**src/rtl/clamp_pkg.sv**
```systemverilog
`timescale 1ns/1ps
package clamp_pkg;
  localparam int NUM_REGIONS = 5;
  localparam int NUM_STARTS  = NUM_REGIONS - 1;

  typedef struct packed {
    logic                   force_all;
    logic [NUM_REGIONS-1:0] en;
  } region_cfg_t;
endpackage

```
**src/rtl/clamp_hcount.sv**
```systemverilog
`timescale 1ns/1ps
module clamp_hcount #(
  parameter int H_W = 12
) (
  input  logic           clk,
  input  logic           rst,
  input  logic           hd,
  output logic [H_W-1:0] hpos
);
  logic [H_W-1:0] gray_q;
  logic [H_W-1:0] gray_d;
  logic [H_W-1:0] bin_cur;
  logic [H_W-1:0] bin_nxt;

  always_comb begin
    logic [H_W-1:0] acc;
    acc[H_W-1] = gray_q[H_W-1];
    for (int i = H_W - 2; i >= 0; i--) begin
      acc[i] = acc[i+1] ^ gray_q[i];
    end
    bin_cur = acc;
  end

  always_comb begin
    bin_nxt = bin_cur + 1'b1;
    if (hd)
      gray_d = '0;
    else if (&bin_cur)
      gray_d = gray_q;
    else
      gray_d = bin_nxt ^ (bin_nxt >> 1);
  end

  always_ff @(posedge clk) begin
    if (rst) gray_q <= '0;
    else     gray_q <= gray_d;
  end

  assign hpos = bin_cur;

  // the held code changes by at most one bit between lines starts
  assert_gray_step_R2: assert property (@(posedge clk) disable iff (rst)
    !hd |=> ($countones(gray_q ^ $past(gray_q)) <= 1));
  // the position holds at its top value until the next line
  assert_hpos_sat_R4: assert property (@(posedge clk) disable iff (rst)
    ((&hpos) && !hd) |=> (&hpos));
  // a line strobe returns the position to zero
  assert_hd_restart_R2: assert property (@(posedge clk) disable iff (rst)
    hd |=> (hpos == '0));
endmodule

```
**src/rtl/clamp_vregion.sv**
```systemverilog
`timescale 1ns/1ps
module clamp_vregion
  import clamp_pkg::*;
#(
  parameter int V_W = 12
) (
  input  logic                  clk,
  input  logic                  rst,
  input  logic                  hd,
  input  logic                  line_restart,
  input  logic [NUM_STARTS*V_W-1:0] starts,
  input  region_cfg_t           rcfg,
  output logic                  line_masked
);
  logic [V_W-1:0]        line_q;
  logic [V_W-1:0]        start_w [NUM_STARTS];
  logic [NUM_STARTS-1:0] hit;
  logic                  sel_en;
  logic                  mask_now;
  logic                  prev_mask_q;

  for (genvar g = 0; g < NUM_STARTS; g++) begin : g_start
    assign start_w[g] = starts[g*V_W +: V_W];
    assign hit[g]     = (line_q >= start_w[g]);
  end

  always_comb begin
    sel_en = rcfg.en[0];
    for (int k = 0; k < NUM_STARTS; k++) begin
      if (hit[k]) sel_en = rcfg.en[k+1];
    end
  end

  assign mask_now = !rcfg.force_all && !sel_en;

  always_ff @(posedge clk) begin
    if (rst) begin
      line_q      <= '0;
      prev_mask_q <= 1'b0;
    end else begin
      if (line_restart)
        line_q <= '0;
      else if (hd && !(&line_q))
        line_q <= line_q + 1'b1;
      if (hd || line_restart)
        prev_mask_q <= mask_now;
    end
  end

  assign line_masked = mask_now || prev_mask_q;

  // a frame start returns the line count to zero
  assert_line_restart_R6: assert property (@(posedge clk) disable iff (rst)
    line_restart |=> (line_q == '0));
  // a masked line keeps the following line masked
  assert_mask_lag_R9: assert property (@(posedge clk) disable iff (rst)
    ((hd || line_restart) && mask_now) |=> line_masked);
  // in force mode only the lag can mask a line
  assert_force_R8: assert property (@(posedge clk) disable iff (rst)
    ((hd || line_restart) && rcfg.force_all && $past(rcfg.force_all)
     && !prev_mask_q) |=> !line_masked || !rcfg.force_all);
endmodule

```
**src/rtl/clamp_out.sv**
```systemverilog
`timescale 1ns/1ps
module clamp_out #(
  parameter int H_W = 12
) (
  input  logic           clk,
  input  logic           rst,
  input  logic [H_W-1:0] hpos,
  input  logic [H_W-1:0] tog_on,
  input  logic [H_W-1:0] tog_off,
  input  logic           allow,
  output logic           clamp_n
);
  logic in_win;

  assign in_win = (hpos >= tog_on) && (hpos < tog_off);

  always_ff @(posedge clk) begin
    if (rst) clamp_n <= 1'b1;
    else     clamp_n <= !(allow && in_win);
  end

  // an empty window never produces a pulse
  assert_empty_window_R3: assert property (@(posedge clk) disable iff (rst)
    (tog_off <= tog_on) |=> clamp_n);
  // a blocked line keeps the output high
  assert_blocked_R7: assert property (@(posedge clk) disable iff (rst)
    !allow |=> clamp_n);
endmodule

```
**src/rtl/clamp_pulse_gen.sv**
```systemverilog
`timescale 1ns/1ps
module clamp_pulse_gen
  import clamp_pkg::*;
#(
  parameter int H_W    = 12,
  parameter int V_W    = 12,
  parameter int CTRL_W = 4
) (
  input  logic                      clk,
  input  logic                      rst,
  input  logic                      hd,
  input  logic                      vd,
  input  logic [CTRL_W-1:0]         cfg_global,
  input  logic [H_W-1:0]            cfg_tog_on,
  input  logic [H_W-1:0]            cfg_tog_off,
  input  logic [NUM_STARTS*V_W-1:0] cfg_region_start,
  input  logic [NUM_REGIONS-1:0]    cfg_region_en,
  input  logic                      cfg_force_all,
  output logic                      clamp_n
);
  logic                      vd_q;
  logic                      vd_fall;
  logic [CTRL_W-1:0]         sh_global;
  logic [H_W-1:0]            sh_on;
  logic [H_W-1:0]            sh_off;
  logic [NUM_STARTS*V_W-1:0] sh_starts;
  region_cfg_t               sh_rcfg;
  logic [H_W-1:0]            hpos;
  logic                      line_masked;
  logic                      allow;

  assign vd_fall = vd_q && !vd;

  always_ff @(posedge clk) begin
    if (rst) begin
      vd_q      <= 1'b0;
      sh_global <= '0;
      sh_on     <= '0;
      sh_off    <= '0;
      sh_starts <= '0;
      sh_rcfg   <= '0;
    end else begin
      vd_q <= vd;
      if (vd_fall) begin
        sh_global        <= cfg_global;
        sh_on            <= cfg_tog_on;
        sh_off           <= cfg_tog_off;
        sh_starts        <= cfg_region_start;
        sh_rcfg.en        <= cfg_region_en;
        sh_rcfg.force_all <= cfg_force_all;
      end
    end
  end

  clamp_hcount #(.H_W(H_W)) u_hcount (
    .clk  (clk),
    .rst  (rst),
    .hd   (hd),
    .hpos (hpos)
  );

  clamp_vregion #(.V_W(V_W)) u_vregion (
    .clk          (clk),
    .rst          (rst),
    .hd           (hd),
    .line_restart (vd_fall),
    .starts       (sh_starts),
    .rcfg         (sh_rcfg),
    .line_masked  (line_masked)
  );

  assign allow = (sh_global != '0) && !line_masked;

  clamp_out #(.H_W(H_W)) u_out (
    .clk     (clk),
    .rst     (rst),
    .hpos    (hpos),
    .tog_on  (sh_on),
    .tog_off (sh_off),
    .allow   (allow),
    .clamp_n (clamp_n)
  );

  // a zero global field keeps the output high
  assert_global_off_R5: assert property (@(posedge clk) disable iff (rst)
    (sh_global == '0) |=> clamp_n);
  // shadows hold between frame starts
  assert_shadow_hold_R10: assert property (@(posedge clk) disable iff (rst)
    !vd_fall |=> ($stable(sh_on) && $stable(sh_off) && $stable(sh_rcfg)));
  // reset leaves the output high
  assert_reset_high_R1: assert property (@(posedge clk)
    rst |=> clamp_n);
endmodule

```
**config.mk**
```make
export PLATFORM = sky130hd
export DESIGN_NAME = clamp_pulse_gen
export DESIGN_NICKNAME = d
export VERILOG_FILES = /design/src/rtl/clamp_pkg.sv /design/src/rtl/clamp_hcount.sv /design/src/rtl/clamp_vregion.sv /design/src/rtl/clamp_out.sv /design/src/rtl/clamp_pulse_gen.sv
export SDC_FILE = /design/constraint.sdc
export NUM_CORES = 1
export LEC_CHECK = 0
export BUFFER_PORTS_ARGS = -buffer_cell sky130_fd_sc_hd__buf_4
export CAP_MARGIN = 20
export CORE_MARGIN = 5
export CORE_UTILIZATION = 52
export CTS_BUF_LIST = sky130_fd_sc_hd__clkbuf_8
export CTS_CLUSTER_SIZE = 12
export DETAILED_ROUTE_END_ITERATION = 10
export GPL_ROUTABILITY_DRIVEN = 0
export PLACE_DENSITY = 0.87
export SETUP_SLACK_MARGIN = 0.3
export SKIP_LAST_GASP = 1
export SLEW_MARGIN = 30
export SYNTH_ARGS = -nofsm -noshare
export SYNTH_HDL_FRONTEND = slang
export SYNTH_SLANG_ARGS = --single-unit
```
**constraint.sdc**
```tcl
create_clock -name clk -period 4.9 [get_ports clk]
set_input_delay 0.98 -clock clk [delete_from_list [all_inputs] [get_ports clk]]
set_output_delay 0.98 -clock clk [all_outputs]
set_load 0.005 [all_outputs]
```
==> results of run 1 <==
[worst max-delay path: cells and delay by family (launching register included)]
family / cells / cell delay [ns]
AOI/OAI and AO/OA: 6 / 0.75
xor gates and xnor gates: 1 / 0.19
adders and majority gates: 11 / 2.90
buffers and inverters: 9 / 0.35
DFF: 1 / 0.38
and+or+nand+nor: 2 / 0.22
[layout by cell type (no fill, tap or decap), types with 3 or more instances in the layout]
cell type,synthesis,layout
nand2_1,184,183
buf_4,0,113
dfxtp_1,109,107
a21oi_1,105,101
inv_1,89,80
ha_1,82,70
nor2_1,34,25
o21ai_0,14,13
xnor2_1,18,13
ha_4,0,12
a211oi_2,0,9
clkbuf_8,0,9
inv_4,0,8
a21o_1,8,8
xor2_1,8,7
nand4_1,7,7
nand3_1,6,5
nor2_4,0,5
o21a_1,5,5
a21oi_2,0,4
nand2b_1,6,4
or3_1,4,4
nor2_2,0,4
xnor2_2,0,4
or2_4,0,4
nor2b_1,4,3
[stage by stage]
| stage | setup TNS [ns] | util | power (mW) | instance area, um^2 | hold slack [ns] |
|---|---|---|---|---|---|
| 2_1_floorplan | 0 | - | 1.09 | 6130 | 0.434 |
| 3_3_place_gp | 0 | 0.608 | 1.18 | 6880 | 0.443 |
| 3_5_place_dp | -0.0606 | 0.608 | 1.18 | 6880 | 0.448 |
| 4_1_cts | 0 | 0.645 | 1.74 | 7300 | 0.462 |
| 5_1_grt | -0.472 | 0.670 | 1.83 | 7580 | 0.481 |
| 6_report | -0.0210 | 0.670 | 1.75 | 7580 | 0.461 |
[sequential cells by signal, summed over array words and instances (netlist names), 4 cells and up, named ones only]
| signal | cells |
|---|---|
| sh_rcfg | 6 |
| u_vregion.line_q | 12 |
| sh_off | 12 |
| sh_on | 12 |
| sh_starts | 48 |
| sh_global | 4 |
| u_hcount.gray_q | 11 |
[Yosys cell counts (2+ instances only)]
cell type / instances
clkbuf_1: 28
nand4_1: 7
nor2_1: 34
a31oi_1: 3
a21o_1: 8
nor2b_1: 4
nand2_1: 184
dfxtp_1: 109
nor3_1: 3
ha_1: 82
o21a_1: 5
a211oi_1: 11
o21ai_0: 14
nand2b_1: 6
xor2_1: 8
inv_1: 89
a21oi_1: 105
xnor2_1: 18
or3_1: 4
buf_1: 3
nand3_1: 6
nor3b_1: 2
o211ai_1: 2
a2111oi_0: 2
nor4_1: 2
o2111ai_1: 2
or2_2: 3
[final cells by class]
type	instances	area, um^2	share of cell area
Timing Repair Buffer	115	887	0.117
Sequential cell	109	2190	0.289
Clock buffer	9	124	0.0163
Multi-Input combinational cell	538	3770	0.497
Clock inverter	7	73.8	0.00973
Inverter	89	359	0.0473
Tap cell	143	179	0.0236
[where the power goes]
group	total [mW]	switching (mW)	internal (mW)
clock network	0.555	0.317	0.238
registers	0.929	0.0180	0.911
logic	0.268	0.132	0.135
total	1.75	0.468	1.28
[path summary, 6_finish.rpt]
path | startpoint | to | slack [ns] | cells past startpoint
max reg2reg | u_hcount.gray_q[10]$_SDFFE_PP0N_ | u_out.clamp_n$_SDFF_PP1_ | -0.02 | 29
min reg2reg | sh_starts[37]$_SDFFE_PP0P_ | sh_starts[37]$_SDFFE_PP0P_ | 0.46 | 2
max | u_hcount.gray_q[10]$_SDFFE_PP0N_ | u_out.clamp_n$_SDFF_PP1_ | -0.02 | 29
min | sh_starts[37]$_SDFFE_PP0P_ | sh_starts[37]$_SDFFE_PP0P_ | 0.46 | 2
[what timing repair did]
action,4_1_cts,5_1_grt
setup endpoints to repair,12,12
buffers inserted,15,8
gates cloned,2,1
gates resized for setup,18,40
pin swaps,26,37
[metal layers]
metal | GRT usage | vias up | routed length, um | share of wire
li1 | - | 2721 | - | -
met1 | 0.277 | 2588 | 6660 | 0.42
met2 | 0.377 | 202 | 7590 | 0.48
met3 | 0.0571 | 37 | 1140 | 0.072
met4 | 0.0604 | 0 | 390 | 0.025
met5 | 0 | - | 0 | 0
[cell families after synthesis]
family | share of synthesized area
and+or+nand+nor | 0.182
AOI/OAI and AO/OA | 0.166
buffers and inverters | 0.0754
DFF | 0.365
adders and majority gates | 0.172
xor gates and xnor gates | 0.0381
muxes | 0.00168
==> results by group, run 1 <==
Run status
  – Status: complete, but fails checks
  – Failing checks: negative setup slack

Timing
  – Final Cycle Share: 1.00
  – Fin crit period: 4.92 ns
  – Skew final: 0.0156 ns
  – Final WS setup: -0.0210 ns
  – Slew HR: 0.401
  – Pins Over Slew Limit: 0
  – Unrepaired setup endpoints after global routing: true
  – Max frequency: 0.203 GHz
  – Slew @ Worst Pin: 0.899 ns
  – Hold Violations, Final: 0
  – Setup-failing EPs final: 1

Logic synthesis
  – Largest area contributor in the netlist: dfxtp_1
  – Post-Syn Area: between 5000 and 6000 um^2
  – Seq/Total Area, Yosys: 0.365
  – Post-synth cell types: between 40 and 50
  – Mapped Cells: roughly 760
  – Count of state elements after synthesis: 109
  – Top cells by area, synth: dfxtp_1 (37%), ha_1 (17%), nand2_1 (12%), a21oi_1 (8.8%), inv_1 (5.6%)
  – Post-synth EDFFs: 0
  – Mapped Nets: between 900 and 1,000
  – Ys Warns: 0
  – Syn avg cell area: roughly 7.8 um^2
  – Most used DFF post-synth: dfxtp_1
  – Asr flop ratio synth: 0
  – Synth top area share: 0.365

GRT
  – First-pass GRT wire length: 23.9 mm
  – Vias in the first global route: between 5,000 and 6,000
  – Total grt overflow: 0
  – Largest net degree at the start of global routing: 88
  – All-Layer GR Usage: 0.221
  – Initial antenna violation count: 0

CTS
  – CTS HTree Levels: 3
  – CTS Hold Buffers Added: 0
  – TritonCTS Buffers: 9
  – Worst skew pair latency: just under 0.4 ns
  – Clock transition at path regs: approximately 0.11 ns
  – Clk root buf: clkbuf_8
  – CTS Sinks: between 100 and 150
  – CTS tree: built
  – Clock buffer depth: 2

Critical path
  – Critical path fanouts, max: 3
  – Crit-path slowest cell: dfxtp_4
  – Crit start category: flop
  – Crit Path Class: reg -> reg
  – Slowest Stage Delay on Critical Path: 0.38 ns
  – Crit-path most repeated cell: ha_4
  – Endpoint class of the critical path: flop
  – Req. time, crit path: 5.18 ns
  – Worst Path Arrival: 5.20 ns

Power
  – PwrDens: 231 nW/um^2
  – Pleak: 3.01 nW
  – Worst vdd ir: 0.245 mV

Route
  – Drt wl/cell: 15.6 um
  – Final wirelength: around 16 mm
  – Drt initial violations: 505
  – Antenna Nets Post-Route: 0
  – First-pass DRT Iterations: 5
  – Via count: 5,548
  – Avg Vias per Cell: approximately 5.5
  – Remaining DRCs: 0

Floorplan
  – Num ports: 87
  – Rows: 39
  – Core ar.: 11,300 um^2
  – Die ar.: between 10,000 and 15,000 um^2
  – DIE WIDTH: between 100 and 150 um
  – Initial Utilization: 0.528
  – Chip Height: ~120 um

Finish
  – Area grow syn2layout: 27.0%
  – Fill count: 909
  – Share of layout cells above drive strength 1: 0.233
  – # diodes: 0
  – Non-Filler Instances: ~1,000
  – NumNets Final: 1,030

Worst hold path
  – Min-Delay Path Class: reg -> reg

Placement
  – Cell count after placement: 967
  – Hpwl dp: slightly above 10 mm
  – PortBufs: 86
  – Pre-CTS setup slack: -0.0606 ns

Run
  – Max-cap violations: 0
(Power assumes the default switching activity.)
==> run 2, diff against run 1 <==
- PLACE_DENSITY: 0.87 -> 0.85
==> results by group, run 2 (synthesis gave the netlist of run 1 again) <==
Finish
  – Post-route cell area: ~7500 um^2
  – Most common cell after layout, fill and taps aside: nand2_1
  – NumNets Final: 1,029
  – Commonest non-fill, non-tap cells in the layout: nand2_1 (184), buf_4 (111), dfxtp_1 (107)
  – Non-Filler Instances: 1,009
  – Top reg by flops: sh_starts
  – Area grow syn2layout: 25.4%
  – Share of layout cells above drive strength 1: 0.226
  – Max reg flops: 48
  – # diodes: 0

Floorplan
  – Num ports: between 80 and 90
  – Rows: 39
  – DIE WIDTH: 117 um
  – Initial Utilization: 0.528
  – Chip Height: 117 um
  – Core ar.: 11,300 um^2
  – Die ar.: about 14,000 um^2

Timing
  – Final WS setup: -0.128 ns
  – Skew final: 0.00761 ns
  – Unrepaired setup endpoints after global routing: true
  – Setup-failing EPs final: 12
  – Pins Over Slew Limit: 0
  – Slew @ Worst Pin: 0.910 ns
  – WHS: roughly 0.46 ns
  – Max frequency: 0.199 GHz
  – Slew HR: 0.393
  – Final Cycle Share: 1.03
  – Hold Violations, Final: 0
  – Fin crit period: 5.03 ns

CTS
  – CTS Sinks: 109
  – TritonCTS Buffers: 9
  – Clock buffer depth: 2
  – CTS tree: built
  – CTS HTree Levels: 3
  – Clock transition at path regs: 0.10 ns
  – Clk root buf: clkbuf_8
  – Worst skew pair latency: 0.37 ns
  – CTS Hold Buffers Added: 0

Worst hold path
  – WHS Path Cells: 2
  – Min-Delay Endpoint: sh_off[4]$_SDFFE_PP0P_
  – Hold Crit Start: sh_off[4]$_SDFFE_PP0P_
  – Min-Delay Path Class: reg -> reg

Critical path
  – Crit-path slowest cell: dfxtp_4
  – Slowest Stage Delay on Critical Path: 0.38 ns
  – R2R cell count: 29
  – Worst Path Arrival: 5.27 ns
  – Crit start category: flop
  – Crit-path most repeated cell: ha_4
  – Endpoint class of the critical path: flop
  – Req. time, crit path: 5.15 ns
  – Critical path fanouts, max: 5
  – Crit Path Class: reg -> reg
  – Worst r2r src: u_hcount.gray_q[10]$_SDFFE_PP0N_
  – Internal reg-to-reg setup slack: -0.13 ns

GRT
  – Vias in the first global route: 5,034
  – Total grt overflow: 0
  – First-pass GRT wire length: 23.4 mm
  – Largest net degree at the start of global routing: between 80 and 90
  – All-Layer GR Usage: 0.213
  – Initial antenna violation count: 0

Run status
  – Failing checks: negative setup slack
  – Status: complete, but fails checks

Route
  – Remaining DRCs: 0
  – Antenna Nets Post-Route: 0
  – First-pass DRT Iterations: 5
  – Drt initial violations: 438
  – Via count: approximately 5,500
  – Avg Vias per Cell: 5.41
  – Drt wl/cell: about 15 um
  – Final wirelength: 15.6 mm

Power
  – PwrDens: 227 nW/um^2
  – Pleak: 2.98 nW
  – Worst vdd ir: roughly 0.14 mV
  – Power Total: 1.70 mW

Placement
  – Area after DPL: between 6000 and 7000 um^2
  – Hpwl dp: 10.1 mm
  – Pre-CTS setup slack: -0.115 ns
  – Cell count after placement: 966
  – PortBufs: 86

Run
  – Max-cap violations: 0
==> run 2: cell count changes in the layout (fill, tap and decap cells not counted), sizes merged <==
cell,before,now
bufinv,1,0
clkinv,4,3
buf,115,114
clkbuf,9,11
==> run 2: repair_timing <==
item / CTS / global route
gates resized for setup: 22 / 31
setup endpoints to repair: 12 / 12
pin swaps: 23 / 30
gates cloned: 2 / 1
buffers inserted: 17 / 7
==> run 2: worst max-delay path, delay by kind of cell, from the launching register on <==
kind            cells  cell delay, ns
xor+xnor            1            0.19
simple gates        4            0.60
flops               1            0.38
buf+inv            13            0.91
fa+ha+maj          10            2.64
compound gates      1            0.17
==> run 2: where the power goes <==
part	internal, mW	switching [mW]
Clock	0.209	0.295
Sequential	0.911	0.0173
Combinational	0.137	0.135
==> run 2: worst max path at each step <==
stage | startpoint | to | slack (ns) | cells after the start
2_1_floorplan | u_hcount.gray_q[11]$_SDFFE_PP0N_ | u_out.clamp_n$_SDFF_PP1_ | 0.17 | 29
3_3_place_gp | u_hcount.gray_q[11]$_SDFFE_PP0N_ | u_out.clamp_n$_SDFF_PP1_ | 0.03 | 28
3_5_place_dp | u_hcount.gray_q[11]$_SDFFE_PP0N_ | u_out.clamp_n$_SDFF_PP1_ | -0.11 | 29
4_1_cts | u_hcount.gray_q[10]$_SDFFE_PP0N_ | u_out.clamp_n$_SDFF_PP1_ | -0.06 | 29
5_1_grt | u_hcount.gray_q[10]$_SDFFE_PP0N_ | u_hcount.gray_q[8]$_SDFFE_PP0N_ | -0.20 | 28
6_report | u_hcount.gray_q[10]$_SDFFE_PP0N_ | flop | -0.13 | 29
==> run 2: area by class of cell <==
cell class | count | area (um^2)
repair buffers | 114 | 867
clock buffers | 11 | 151
fillers | 880 | 3830
clock inverters | 5 | 26.3
flip-flops and latches | 109 | 2190
well taps | 143 | 179
multi-input cells | 538 | 3720
inverters | 89 | 359
==> run 2: per-stage QoR <==
stage	TNS, ns	utilization
after detailed placement	-0.115	0.608
after CTS	-0.0609	0.645
after global routing	-1.92	0.662
final	-0.928	0.662
after global placement	0	0.607
after floorplan	0	-
==> run 2: metal layers <==
| layer | vias up | GRT usage | wire length, um |
|---|---|---|---|
| li1 | 2726 | - | - |
| met1 | 2494 | 0.290 | 6860 |
| met2 | 199 | 0.349 | 7300 |
| met3 | 36 | 0.0416 | 1120 |
| met4 | 0 | 0.0505 | 278 |
| met5 | - | 0 | 0 |
